### config.mk
export PLATFORM = sky130hd
export DESIGN_NAME = dual_interval_timer
export DESIGN_NICKNAME = d
export VERILOG_FILES = /design/src/rtl/dit_pkg.sv /design/src/rtl/dit_prescaler.sv /design/src/rtl/dit_timer.sv /design/src/rtl/dual_interval_timer.sv
export SDC_FILE = /design/constraint.sdc
export NUM_CORES = 1
export LEC_CHECK = 0
export BUFFER_PORTS_ARGS = -buffer_cell sky130_fd_sc_hd__buf_4
export CORE_MARGIN = 3
export CORE_UTILIZATION = 35
export DETAILED_ROUTE_END_ITERATION = 10
export PLACE_DENSITY = 0.66
export SYNTH_ARGS = -nofsm -noshare
export SYNTH_HDL_FRONTEND = slang
export SYNTH_HIERARCHICAL = 1
export SYNTH_SLANG_ARGS = --single-unit
### constraint.sdc
create_clock -name clk -period 3.7 [get_ports clk]
set_clock_uncertainty 0.05 [all_clocks]
set_input_delay 0.74 -clock clk [delete_from_list [all_inputs] [get_ports clk]]
set_output_delay 0.74 -clock clk [all_outputs]
set_load 0.02 [all_outputs]
### src/rtl/dit_pkg.sv
package dit_pkg;
  localparam int DIV_W   = 8;
  localparam int NUM_TMR = 2;
  localparam int FIELD_W = DIV_W + 4;
  localparam int CTRL_W  = FIELD_W * NUM_TMR;

  typedef enum logic [1:0] {
    SEL_SLOW = 2'd0,
    SEL_FLEX = 2'd1,
    SEL_CASC = 2'd2,
    SEL_NONE = 2'd3
  } tick_sel_e;

  // Packed from MSB: source select, acknowledge, run, divider
  typedef struct packed {
    tick_sel_e           sel;
    logic                ack;
    logic                run;
    logic [DIV_W-1:0]    div;
  } tmr_field_t;
endpackage

### src/rtl/dit_prescaler.sv
module dit_prescaler #(
  parameter int W = 16
) (
  input  logic         clk,
  input  logic         rst_n,
  input  logic         wr_en,
  input  logic [W-1:0] wr_data,
  input  logic         base_tick,
  output logic         flex_tick,
  output logic [W-1:0] cnt
);
  localparam logic [W-1:0] ALL_ONES = {W{1'b1}};

  logic [W-1:0] reload_q, reload_d;
  logic [W-1:0] cnt_q, cnt_d;
  logic         at_zero;

  assign at_zero   = (cnt_q == '0);
  assign flex_tick = base_tick && at_zero;

  always_comb begin
    reload_d = reload_q;
    cnt_d    = cnt_q;
    if (wr_en) begin
      reload_d = wr_data;
      cnt_d    = wr_data;
    end else if (base_tick) begin
      cnt_d = at_zero ? reload_q : cnt_q - 1'b1;
    end
  end

  always_ff @(posedge clk or negedge rst_n) begin
    if (!rst_n) begin
      reload_q <= ALL_ONES;
      cnt_q    <= ALL_ONES;
    end else begin
      reload_q <= reload_d;
      cnt_q    <= cnt_d;
    end
  end

  assign cnt = cnt_q;

  AST_PRESC_RELOAD: assert property (@(posedge clk) disable iff (!rst_n)
    (base_tick && at_zero && !wr_en) |=> (cnt_q == $past(reload_q))) else $error("presc reload");

  AST_PRESC_COUNTDOWN: assert property (@(posedge clk) disable iff (!rst_n)
    (base_tick && !at_zero && !wr_en) |=> (cnt_q == $past(cnt_q) - 1'b1)) else $error("presc step");
endmodule

### src/rtl/dit_timer.sv
module dit_timer
  import dit_pkg::*;
#(
  parameter bit ALLOW_CASC = 1'b0
) (
  input  logic             clk,
  input  logic             rst_n,
  input  logic             wr_en,
  input  tmr_field_t       field,
  input  logic             slow_tick,
  input  logic             flex_tick,
  input  logic             casc_tick,
  output logic [DIV_W-1:0] count,
  output logic             uflow,
  output logic             flag
);
  localparam logic [DIV_W-1:0] ONE = DIV_W'(1);

  logic [DIV_W-1:0] count_q, count_d;
  logic [DIV_W-1:0] div_q, div_d;
  tick_sel_e        sel_q, sel_d;
  logic             run_q, run_d;
  logic             flag_q, flag_d;
  logic             tick;
  logic             load_now;

  always_comb begin
    unique case (sel_q)
      SEL_SLOW: tick = slow_tick;
      SEL_FLEX: tick = flex_tick;
      SEL_CASC: tick = ALLOW_CASC ? casc_tick : 1'b0;
      default:  tick = 1'b0;
    endcase
  end

  assign uflow    = run_q && tick && (count_q == ONE);
  assign load_now = wr_en && !field.run;

  always_comb begin
    count_d = count_q;
    div_d   = div_q;
    sel_d   = sel_q;
    run_d   = run_q;
    if (wr_en) begin
      div_d = field.div;
      sel_d = field.sel;
      run_d = field.run;
    end
    if (load_now) begin
      count_d = field.div;
    end else if (run_q && tick) begin
      count_d = (count_q == ONE) ? div_q : count_q - 1'b1;
    end
  end

  always_comb begin
    flag_d = flag_q;
    if (uflow)                  flag_d = 1'b1;
    else if (wr_en && field.ack) flag_d = 1'b0;
  end

  always_ff @(posedge clk or negedge rst_n) begin
    if (!rst_n) begin
      count_q <= '0;
      div_q   <= '0;
      sel_q   <= SEL_SLOW;
      run_q   <= 1'b0;
      flag_q  <= 1'b0;
    end else begin
      count_q <= count_d;
      div_q   <= div_d;
      sel_q   <= sel_d;
      run_q   <= run_d;
      flag_q  <= flag_d;
    end
  end

  assign count = count_q;
  assign flag  = flag_q;

  AST_STOPPED_HOLDS: assert property (@(posedge clk) disable iff (!rst_n)
    (!run_q && !wr_en) |=> $stable(count_q)) else $error("stopped count moved");

  AST_STEP_DOWN: assert property (@(posedge clk) disable iff (!rst_n)
    (run_q && tick && count_q != ONE && !wr_en) |=> (count_q == $past(count_q) - 1'b1)) else $error("step");

  AST_RELOAD_ON_UFLOW: assert property (@(posedge clk) disable iff (!rst_n)
    (uflow && !wr_en) |=> (count_q == $past(div_q))) else $error("reload");

  AST_UFLOW_SETS_FLAG: assert property (@(posedge clk) disable iff (!rst_n)
    uflow |=> flag_q) else $error("flag lost");

  AST_ACK_CLEARS: assert property (@(posedge clk) disable iff (!rst_n)
    (wr_en && field.ack && !uflow) |=> !flag_q) else $error("ack");
endmodule

### src/rtl/dual_interval_timer.sv
module dual_interval_timer
  import dit_pkg::*;
#(
  parameter int PRESC_W = 16
) (
  input  logic               clk,
  input  logic               rst_n,
  input  logic               ctrl_we,
  input  logic [CTRL_W-1:0]  ctrl_wdata,
  input  logic               presc_we,
  input  logic [PRESC_W-1:0] presc_wdata,
  input  logic               base_tick,
  input  logic               slow_tick,
  input  logic [NUM_TMR-1:0] irq_en,
  output logic [DIV_W-1:0]   t0_count,
  output logic [DIV_W-1:0]   t1_count,
  output logic [PRESC_W-1:0] presc_count,
  output logic [NUM_TMR-1:0] irq
);
  logic                         flex_tick;
  logic [NUM_TMR-1:0]           uflow;
  logic [NUM_TMR-1:0]           flag;
  logic [NUM_TMR-1:0][DIV_W-1:0] count;

  dit_prescaler #(.W(PRESC_W)) u_presc (
    .clk       (clk),
    .rst_n     (rst_n),
    .wr_en     (presc_we),
    .wr_data   (presc_wdata),
    .base_tick (base_tick),
    .flex_tick (flex_tick),
    .cnt       (presc_count)
  );

  for (genvar i = 0; i < NUM_TMR; i++) begin : g_tmr
    logic       casc_in;
    tmr_field_t fld;
    assign fld = tmr_field_t'(ctrl_wdata[i*FIELD_W +: FIELD_W]);
    if (i == 0) begin : g_head
      assign casc_in = 1'b0;
    end else begin : g_chain
      assign casc_in = uflow[i-1];
    end
    dit_timer #(.ALLOW_CASC(i != 0)) u_tmr (
      .clk       (clk),
      .rst_n     (rst_n),
      .wr_en     (ctrl_we),
      .field     (fld),
      .slow_tick (slow_tick),
      .flex_tick (flex_tick),
      .casc_tick (casc_in),
      .count     (count[i]),
      .uflow     (uflow[i]),
      .flag      (flag[i])
    );
    assign irq[i] = flag[i] & irq_en[i];
  end

  assign t0_count = count[0];
  assign t1_count = count[1];

  AST_CASCADE_STEP: assert property (@(posedge clk) disable iff (!rst_n)
    (uflow[0] && !uflow[1] && !ctrl_we && $past(ctrl_we) == 1'b0 && $past(ctrl_wdata[23:22]) == 2'd2
     && g_tmr[1].u_tmr.run_q && g_tmr[1].u_tmr.sel_q == SEL_CASC)
    |=> (t1_count == $past(t1_count) - 1'b1)) else $error("cascade");
endmodule

After elaboration in Yosys (flattened, before gate mapping)

Cells that the tools add are included.

$add $sub $neg: 3
Equal/unequal tests: 5
Multiplexer cells: 15
Bitwise operators: 2
Reduce and logical (&&, ||, !) cells: 19

Operators by type and width:

| operator                                                              | count |
|---|---|
| 16-bit two-way mux                                                    | 3 |
| 8-bit two-way mux                                                     | 6 |
| 8-bit by 1-bit == test with 1-bit output (second input constant)      | 2 |
| 16-bit logical NOT                                                    | 1 |
| 16-bit by 1-bit subtractor with 16-bit output (second input constant) | 1 |
| 8-bit by 1-bit subtractor with 8-bit output (second input constant)   | 2 |
| 2-bit nonzero test                                                    | 5 |
| 1-bit logical AND                                                     | 9 |
| 2-bit by 1-bit == test with 1-bit output (second input constant)      | 2 |
| 2-bit logical NOT                                                     | 2 |
| 1-bit two-way mux                                                     | 4 |
| 1-bit one-hot mux with 3 select lines                                 | 1 |
| 1-bit AND                                                             | 2 |
| 2-bit == test (second input constant)                                 | 1 |
| 1-bit logical NOT                                                     | 2 |
| 1-bit one-hot mux with 2 select lines                                 | 1 |

Register bits: 72
Input port bits: 48
Output and inout port bits: 34
Logic and storage cells: 56

Depth between registers and ports, before layout

Gate-level depths: netlist of the first run.

Word-level depth: 9
Mapped depth: 16
Depth with buffers taken out: 12

Hierarchy

Netlist of the first run, hierarchy kept.

Modules (own cells, without submodules):

| module                      | times used | cells each | area each (µm²) | seq. area each (µm²) |
|---|---|---|---|---|
| dit_prescaler               | 1          | 192        | 1,916.8         | 840.8 |
| dit_timer at g_tmr[1].u_tmr | 1          | 113        | 1,122.3         | 500.5 |
| dit_timer at g_tmr[0].u_tmr | 1          | 103        | 1,092.3         | 500.5 |
| dual_interval_timer         | 1          | 3          | 16.3            | 0.0 |

Least setup slack after synthesis of the first run

No wires, ideal clock.

Kind: reg2reg
Start point: register u_presc.cnt_q[0] (netlist: u_presc/cnt[0])
End point: register g_tmr[1].u_tmr.count_q[0]
Setup time: 0.082 ns
Data arrival time: 3.808 ns
Data required time: 3.568 ns
Setup slack: -0.240 ns
Cell stages (with the launch flop): 17
Clock period less this slack: 3.940 ns
Cell sequence: dfstp_2 > inv_1 > ha_1 > or4b_2 > or4_4 > buf_6 > buf_8 > nor2_1 > mux2i_1 > or3b_2 > clkbuf_1 > nor2_1 > and4b_1 > a31oi_1 > clkbuf_1 > a211o_1 > a31oi_1

Longest elaborated chain between the ends: 8

Ends and longest elaborated chain:

| item                                  | line                      | RTL |
|---|---|---|
| start, declared                       | dit_prescaler.sv:15       | `logic [W-1:0] cnt_q, cnt_d;` |
| start signal, assigned                | dit_prescaler.sv:38       | `cnt_q <= cnt_d;` |
| 16-bit logical NOT                    | dit_prescaler.sv:18       | `assign at_zero = (cnt_q == '0);` |
| 1-bit logical AND                     | dit_prescaler.sv:19       | `assign flex_tick = base_tick && at_zero;` |
| named net flex_tick                   | dual_interval_timer.sv:20 | `logic flex_tick;` |
| 1-bit one-hot mux with 2 select lines | dit_timer.sv:28           | `unique case (sel_q)` |
| 1-bit logical AND (2 in a row)        | dit_timer.sv:36           | `assign uflow = run_q && tick && (count_q == ONE);` |
| named net g_tmr[1].casc_in            | dual_interval_timer.sv:36 | `logic casc_in;` |
| 1-bit one-hot mux with 3 select lines | dit_timer.sv:28           |  |
| 1-bit logical AND                     | dit_timer.sv:51           | `end else if (run_q && tick) begin` |
| 2-bit nonzero test (no source line)   | --                        |  |
| end signal, assigned                  | dit_timer.sv:70           | `count_q <= count_d;` |
| end, declared                         | dit_timer.sv:19           | `logic [DIV_W-1:0] count_q, count_d;` |

The timed path passes the listed nets, and every way through them passes these cells.
A chain may end at the register's enable or synchronous reset.

Final worst setup path of the first run

Start point: register u_presc.cnt_q[1] (netlist: u_presc/cnt[1])
End point: register g_tmr[1].u_tmr.count_q[7]

The elaborated chain is that of the path after synthesis.

==> impl_metrics.py, run 1 <==
metrics = {
    "grt": {
        "grt_pass1_wl_um": 17600,
        "grt_pass1_vias": 3448,
        "overflow": 0,
        "grt_usage": 0.168,
        "grt_start_max_net_pins": 73,
        "antenna_found_initial": 0,
    },
    "clocking": {
        "cts_root_buf": "clkbuf_16",
        "cts_buffers": 9,
        "postCtsSetupBuffers": 0,
        "cts_max_path_buffers": 2,
        "clk_latency_ns": 0.34,
        "cts_hold_buf": 0,
        "h-tree-depth": 3,
        "clock-sinks": 72,
        "clkTransAtPathRegs_ns": 0.05,
        "cts_tree": "built",
        "cts_resized": 0,
    },
    "detailed_routing": {
        "postRouteAntennaNets": 0,
        "drt-total-wl_um": 10700,
        "dr.pass1.iters": 5,
        "vias_per_cell": 5.57,
        "post_drt_wl_per_cell_um": 16.9,
        "first_iter_violations": 211,
        "drc": 0,
        "vias": 3525,
    },
    "timing": {
        "fmax_ghz": 0.285,
        "setup_viol": 0,
        "fin_crit_ns": 3.50,
        "worst_slack_ns": 0.196,
        "drv_slew": 0,
        "tns_ns": 0,
        "whs_ns": 0.423,
        "worst_slew_pin_slew_ns": 0.919,
        "period_share": 0.947,
        "hold_viol": 0,
        "slew_headroom": 0.388,
    },
    "synth": {
        "syn_inst": 410,
        "syn_nets": 464,
        "synthesis.area_mm2": 0.00414,
        "synth_warnings": 6,
        "avgSynthCellArea_um2": 10.1,
    },
    "floorplan": {
        "rows": 39,
        "core_area_mm2": 0.0115,
        "start_util": 0.360,
        "die_area_mm2": 0.0132,
        "die_h_um": 115,
        "die_w_um": 115,
        "io_pins": 82,
    },
    "placed_design": {
        "post-place-ws_ns": 0.172,
        "placed_cells": 618,
        "gp_congestion": 0.875,
        "place.port_buffers": 81,
        "dp_hpwl_um": 7380,
    },
    "flow_run": {
        "drv_cap": 0,
    },
    "final_layout": {
        "syn_to_final_growth_pct": 25.4,
        "drive_gt1_frac": 0.394,
        "multiInputGateArea_mm2": 0.00210,
        "fin_util": 0.451,
        "diodes": 0,
        "stdcell_count": 633,
        "num-nets-final": 540,
        "seqCellArea_mm2": 0.00184,
        "n_fill_cell": 1118,
    },
    "worst_hold_path": {
        "hold_path.class": "reg -> reg",
    },
    "worst_setup_path": {
        "crit_arrival_ns": 3.66,
        "worstPathMaxFanout": 10,
        "cp-start-kind": "flop",
        "end_kind": "flop",
        "crit_type": "reg -> reg",
        "cp.required_ns": 3.85,
    },
    "pwr": {
        "peakVddDrop_mv": 0.288,
        "p_leak_nw": 2.22,
        "powerDensity_mw_per_mm2": 482,
    },
    "status": {
        "outcome": "finished, final reports clean",
    },
}
-- critical path, stage by stage, from the launching register on --
cell	delay, ns
dfstp_2	0.38
inv_1	0.09
ha_1	0.21
or4b_4	0.52
or4_4	0.46
nor2_4	0.13
mux2i_1	0.10
or3b_2	0.47
nor2_2	0.13
and4b_1	0.19
a31oi_1	0.06
buf_4	0.20
nor4_2	0.28
o31ai_2	0.10
-- per-layer routing --
| layer | vias to the layer above | part of all wire | track usage |
|---|---|---|---|
| met5 | - | 0 | 0 |
| met2 | 120 | 0.47 | 0.267 |
| met4 | 0 | 0.012 | 0.0399 |
| li1 | 1662 | - | - |
| met1 | 1729 | 0.44 | 0.225 |
| met3 | 14 | 0.078 | 0.0553 |
-- layout by cell type (no fill, tap or decap), types with 5 or more instances in the layout --
cell and instances:
mux2i_1 14, a22oi_1 5, nor4_1 6, o22ai_1 9, xor2_1 5, ha_1 6
nand2b_1 6, buf_4 90, nor2_1 25, o21ai_0 29, mux2_2 32, nor3_1 11
nand3_1 7, dfstp_2 32, a21oi_1 16, dfrtp_1 40, or3_1 8, a31oi_1 9
nand2_1 23, inv_1 21, clkbuf_16 9, o31ai_1 6
-- final timing paths --
check	from	end	slack [ns]	depth (start not counted)
max in group asynchronous	rst_n	g_tmr[1].u_tmr/div_q[0]$_DFFE_PN0P_	2.51	1
min in group asynchronous	rst_n	g_tmr[0].u_tmr/div_q[0]$_DFFE_PN0P_	0.51	1
setup / recovery	u_presc/cnt[1]$_DFFE_PN1P_	g_tmr[1].u_tmr/count[7]$_DFFE_PN0P_	0.20	13
setup reg to reg	u_presc/cnt[1]$_DFFE_PN1P_	g_tmr[1].u_tmr/count[7]$_DFFE_PN0P_	0.20	13
hold reg to reg	u_presc/reload_q[2]$_DFFE_PN1P_	u_presc/reload_q[2]$_DFFE_PN1P_	0.42	2
hold / removal	u_presc/reload_q[2]$_DFFE_PN1P_	u_presc/reload_q[2]$_DFFE_PN1P_	0.42	2
-- power by group --
part	leakage, nW	switching, W	internal (W)
Sequential	0.809	0.000117	0.000909
Clock	0.147	0.000332	0.000583
Combinational	1.26	0.000295	0.000266
-- stage by stage --
step	total power [W]	instance area, um2
after floorplan	0.00137	4170
after global placement	0.00158	4870
after detailed placement	0.00160	4870
after CTS	0.00253	5180
after global routing	0.00265	5200
final	0.00250	5200
-- state kept, by name (all words and copies together) (netlist names) --
signal	flops
g_tmr.u_tmr/run_q	2
u_presc/reload_q	16
g_tmr.u_tmr/flag	2
g_tmr.u_tmr/count	16
u_presc/cnt	16
g_tmr.u_tmr/div_q	16
g_tmr.u_tmr/sel_q	4
-- layout make-up --
type	count	area share
Clock buffer	9	0.0433
Clock inverter	6	0.0164
Inverter	23	0.0166
Multi-Input combinational cell	290	0.405
Sequential cell	72	0.354
Tap cell	143	0.0344
Timing Repair Buffer	90	0.130
Power figures use the tool's default switching activity.
==> run 2: changes to the inputs <==
PLACE_DENSITY = 0.64   (was 0.66)
SETUP_SLACK_MARGIN = 0.02   (was not set)
clock period = 3.45 ns   (was 3.7 ns; I/O delays follow)
==> impl_metrics.py, run 2 (same netlist as run 1, synthesis figures left out) <==
metrics = {
    "worst_setup_path": {
        "cp-start-kind": "flop",
        "timing.rr.start": "u_presc/cnt[1]$_DFFE_PN1P_",
        "slowest_delay_ns": 0.48,
        "path_buf_inv": 1,
        "cpMostUsedCell": "nor2_4",
        "crit_start": "u_presc/cnt[1]$_DFFE_PN1P_",
        "crit_type": "reg -> reg",
        "crit_arrival_ns": 3.57,
        "worstPathMaxFanout": 7,
        "end_kind": "flop",
        "critPathTopFamily": "simple AND/OR/NAND/NOR gates",
        "slowest_stage": "or4b_4",
        "cp.required_ns": 3.64,
        "cp_cell_sequence": "inv_2 > ha_4 > or4b_4 > or4_4 > nor2_4 > mux2i_2 > or3b_4 > nor2_4 > and4b_1 > a31oi_4 > o41a_1 > o31ai_2",
    },
    "timing": {
        "drv_slew": 0,
        "tns_ns": 0,
        "hold_viol": 0,
        "period_share": 0.980,
        "fin_crit_ns": 3.38,
        "setup_viol": 0,
        "slew_headroom": 0.376,
        "worst_slew_pin_slew_ns": 0.936,
        "fmax_ghz": 0.296,
        "grt_setup_unrepaired": "yes",
    },
    "detailed_routing": {
        "postRouteAntennaNets": 0,
        "vias": 3554,
        "dr.pass1.iters": 5,
        "first_iter_violations": 295,
        "post_drt_wl_per_cell_um": 17.2,
        "drc": 0,
        "vias_per_cell": 5.55,
        "drt-total-wl_um": 11000,
    },
    "grt": {
        "grt_pass1_wl_um": 17800,
        "grt_usage": 0.170,
        "antenna_found_initial": 0,
        "grt_start_max_net_pins": 73,
        "grt_pass1_vias": 3470,
        "overflow": 0,
    },
    "clocking": {
        "h-tree-depth": 3,
        "clkTransAtPathRegs_ns": 0.06,
        "cts_root_buf": "clkbuf_16",
        "cts_max_path_buffers": 2,
        "cts_tree": "built",
        "clk_latency_ns": 0.33,
        "cts_buffers": 9,
        "clock-sinks": 72,
    },
    "final_layout": {
        "drive_gt1_frac": 0.406,
        "num-nets-final": 546,
        "n_fill_cell": 1097,
        "fin_util": 0.458,
        "final_common_cell": "buf_4",
        "diodes": 0,
        "syn_to_final_growth_pct": 27.1,
        "final_cell_mix": "buf_4 (95), dfrtp_1 (40), mux2_2 (32), dfstp_2 (32), o21ai_0 (28)",
    },
    "floorplan": {
        "die_area_mm2": 0.0132,
        "rows": 39,
        "core_area_mm2": 0.0115,
        "die_w_um": 115,
        "die_h_um": 115,
        "io_pins": 82,
        "start_util": 0.360,
    },
    "flow_run": {
        "drv_cap": 0,
    },
    "placed_design": {
        "gp_congestion": 0.807,
        "place.port_buffers": 81,
        "dp_hpwl_um": 7530,
    },
    "pwr": {
        "p_leak_nw": 2.25,
        "powerDensity_mw_per_mm2": 502,
        "peakVddDrop_mv": 0.238,
    },
    "worst_hold_path": {
        "hold_path.class": "reg -> reg",
        "hp-start": "u_presc/reload_q[2]$_DFFE_PN1P_",
    },
    "status": {
        "outcome": "finished, final reports clean",
    },
}
-- run 2: changes by cell type in the layout (fill, tap and decap cells not counted), sizes merged --
cell / delta
bufinv: -1
clkbuf: +3
clkinv: +1
clkinvlp: -2
buf: +6
-- run 2: final timing paths --
check / to / slack, ns / cells after the start
setup reg to reg: g_tmr[1].u_tmr/count[7]$_DFFE_PN0P_ / 0.07 / 12
hold reg to reg: u_presc/reload_q[2]$_DFFE_PN1P_ / 0.42 / 2
hold / removal: u_presc/reload_q[2]$_DFFE_PN1P_ / 0.42 / 2
max in group asynchronous: g_tmr[1].u_tmr/div_q[4]$_DFFE_PN0P_ / 2.30 / 1
setup / recovery: g_tmr[1].u_tmr/count[7]$_DFFE_PN0P_ / 0.07 / 12
min in group asynchronous: g_tmr[0].u_tmr/flag$_DFFE_PN0P_ / 0.46 / 1
-- run 2: where the power goes --
group | total (W) | switching, W | leakage [nW] | internal (W)
Clock | 0.000919 | 0.000344 | 0.144 | 0.000575
Combinational | 0.000622 | 0.000325 | 1.29 | 0.000297
Sequential | 0.00110 | 0.000126 | 0.809 | 0.000975
-- run 2: layer usage --
metal | up-vias | part of all wire | track usage | routed length (um)
li1 | 1678 | - | - | -
met1 | 1747 | 0.45 | 0.227 | 4900
met5 | - | 0 | 0 | 0
met3 | 10 | 0.063 | 0.0395 | 692
met2 | 119 | 0.48 | 0.278 | 5310
met4 | 0 | 0.010 | 0.0485 | 115
-- run 2: what timing repair did --
| item | 4_1_cts | 5_1_grt |
|---|---|---|
| pin swaps | 1 | 5 |
| hold buffers | 0 | 0 |
| buffers inserted | 1 | 4 |
| gates resized for setup | 1 | 9 |
| gates cloned | 0 | 0 |
| endpoints found under the setup margin | 3 | 9 |
-- run 2: stage by stage --
step | area (um2) | instances | setup slack (ns) | hold slack [ns] | power [W]
after CTS | 5200 | 636 | 0.0725 | 0.422 | 0.00266
after detailed placement | 4900 | 619 | -0.00305 | 0.414 | 0.00172
after global routing | 5270 | 640 | -0.0842 | 0.457 | 0.00278
final | 5270 | 640 | 0.0689 | 0.421 | 0.00264
after floorplan | 4190 | 410 | -0.0846 | 0.344 | 0.00147
after global placement | 4900 | 619 | 0.0900 | 0.412 | 0.00170
-- run 2: worst register-to-register path, stage by stage (launching register included) --
cell and delay (ns):
dfstp_2 0.38, inv_2 0.09, ha_4 0.14, or4b_4 0.48, or4_4 0.46, nor2_4 0.14, mux2i_2 0.09, or3b_4 0.41
nor2_4 0.09, and4b_1 0.24, a31oi_4 0.08, o41a_1 0.42, o31ai_2 0.23
-- run 2: layout make-up --
cell class              count  area, um2  area share
clock inverters             4       43.8     0.00831
multi-input cells         290       2140       0.407
well taps                 143        179      0.0340
repair buffers             96        724       0.137
flip-flops and latches     72       1840       0.350
inverters                  23       88.8      0.0169
clock buffers              12        246      0.0468
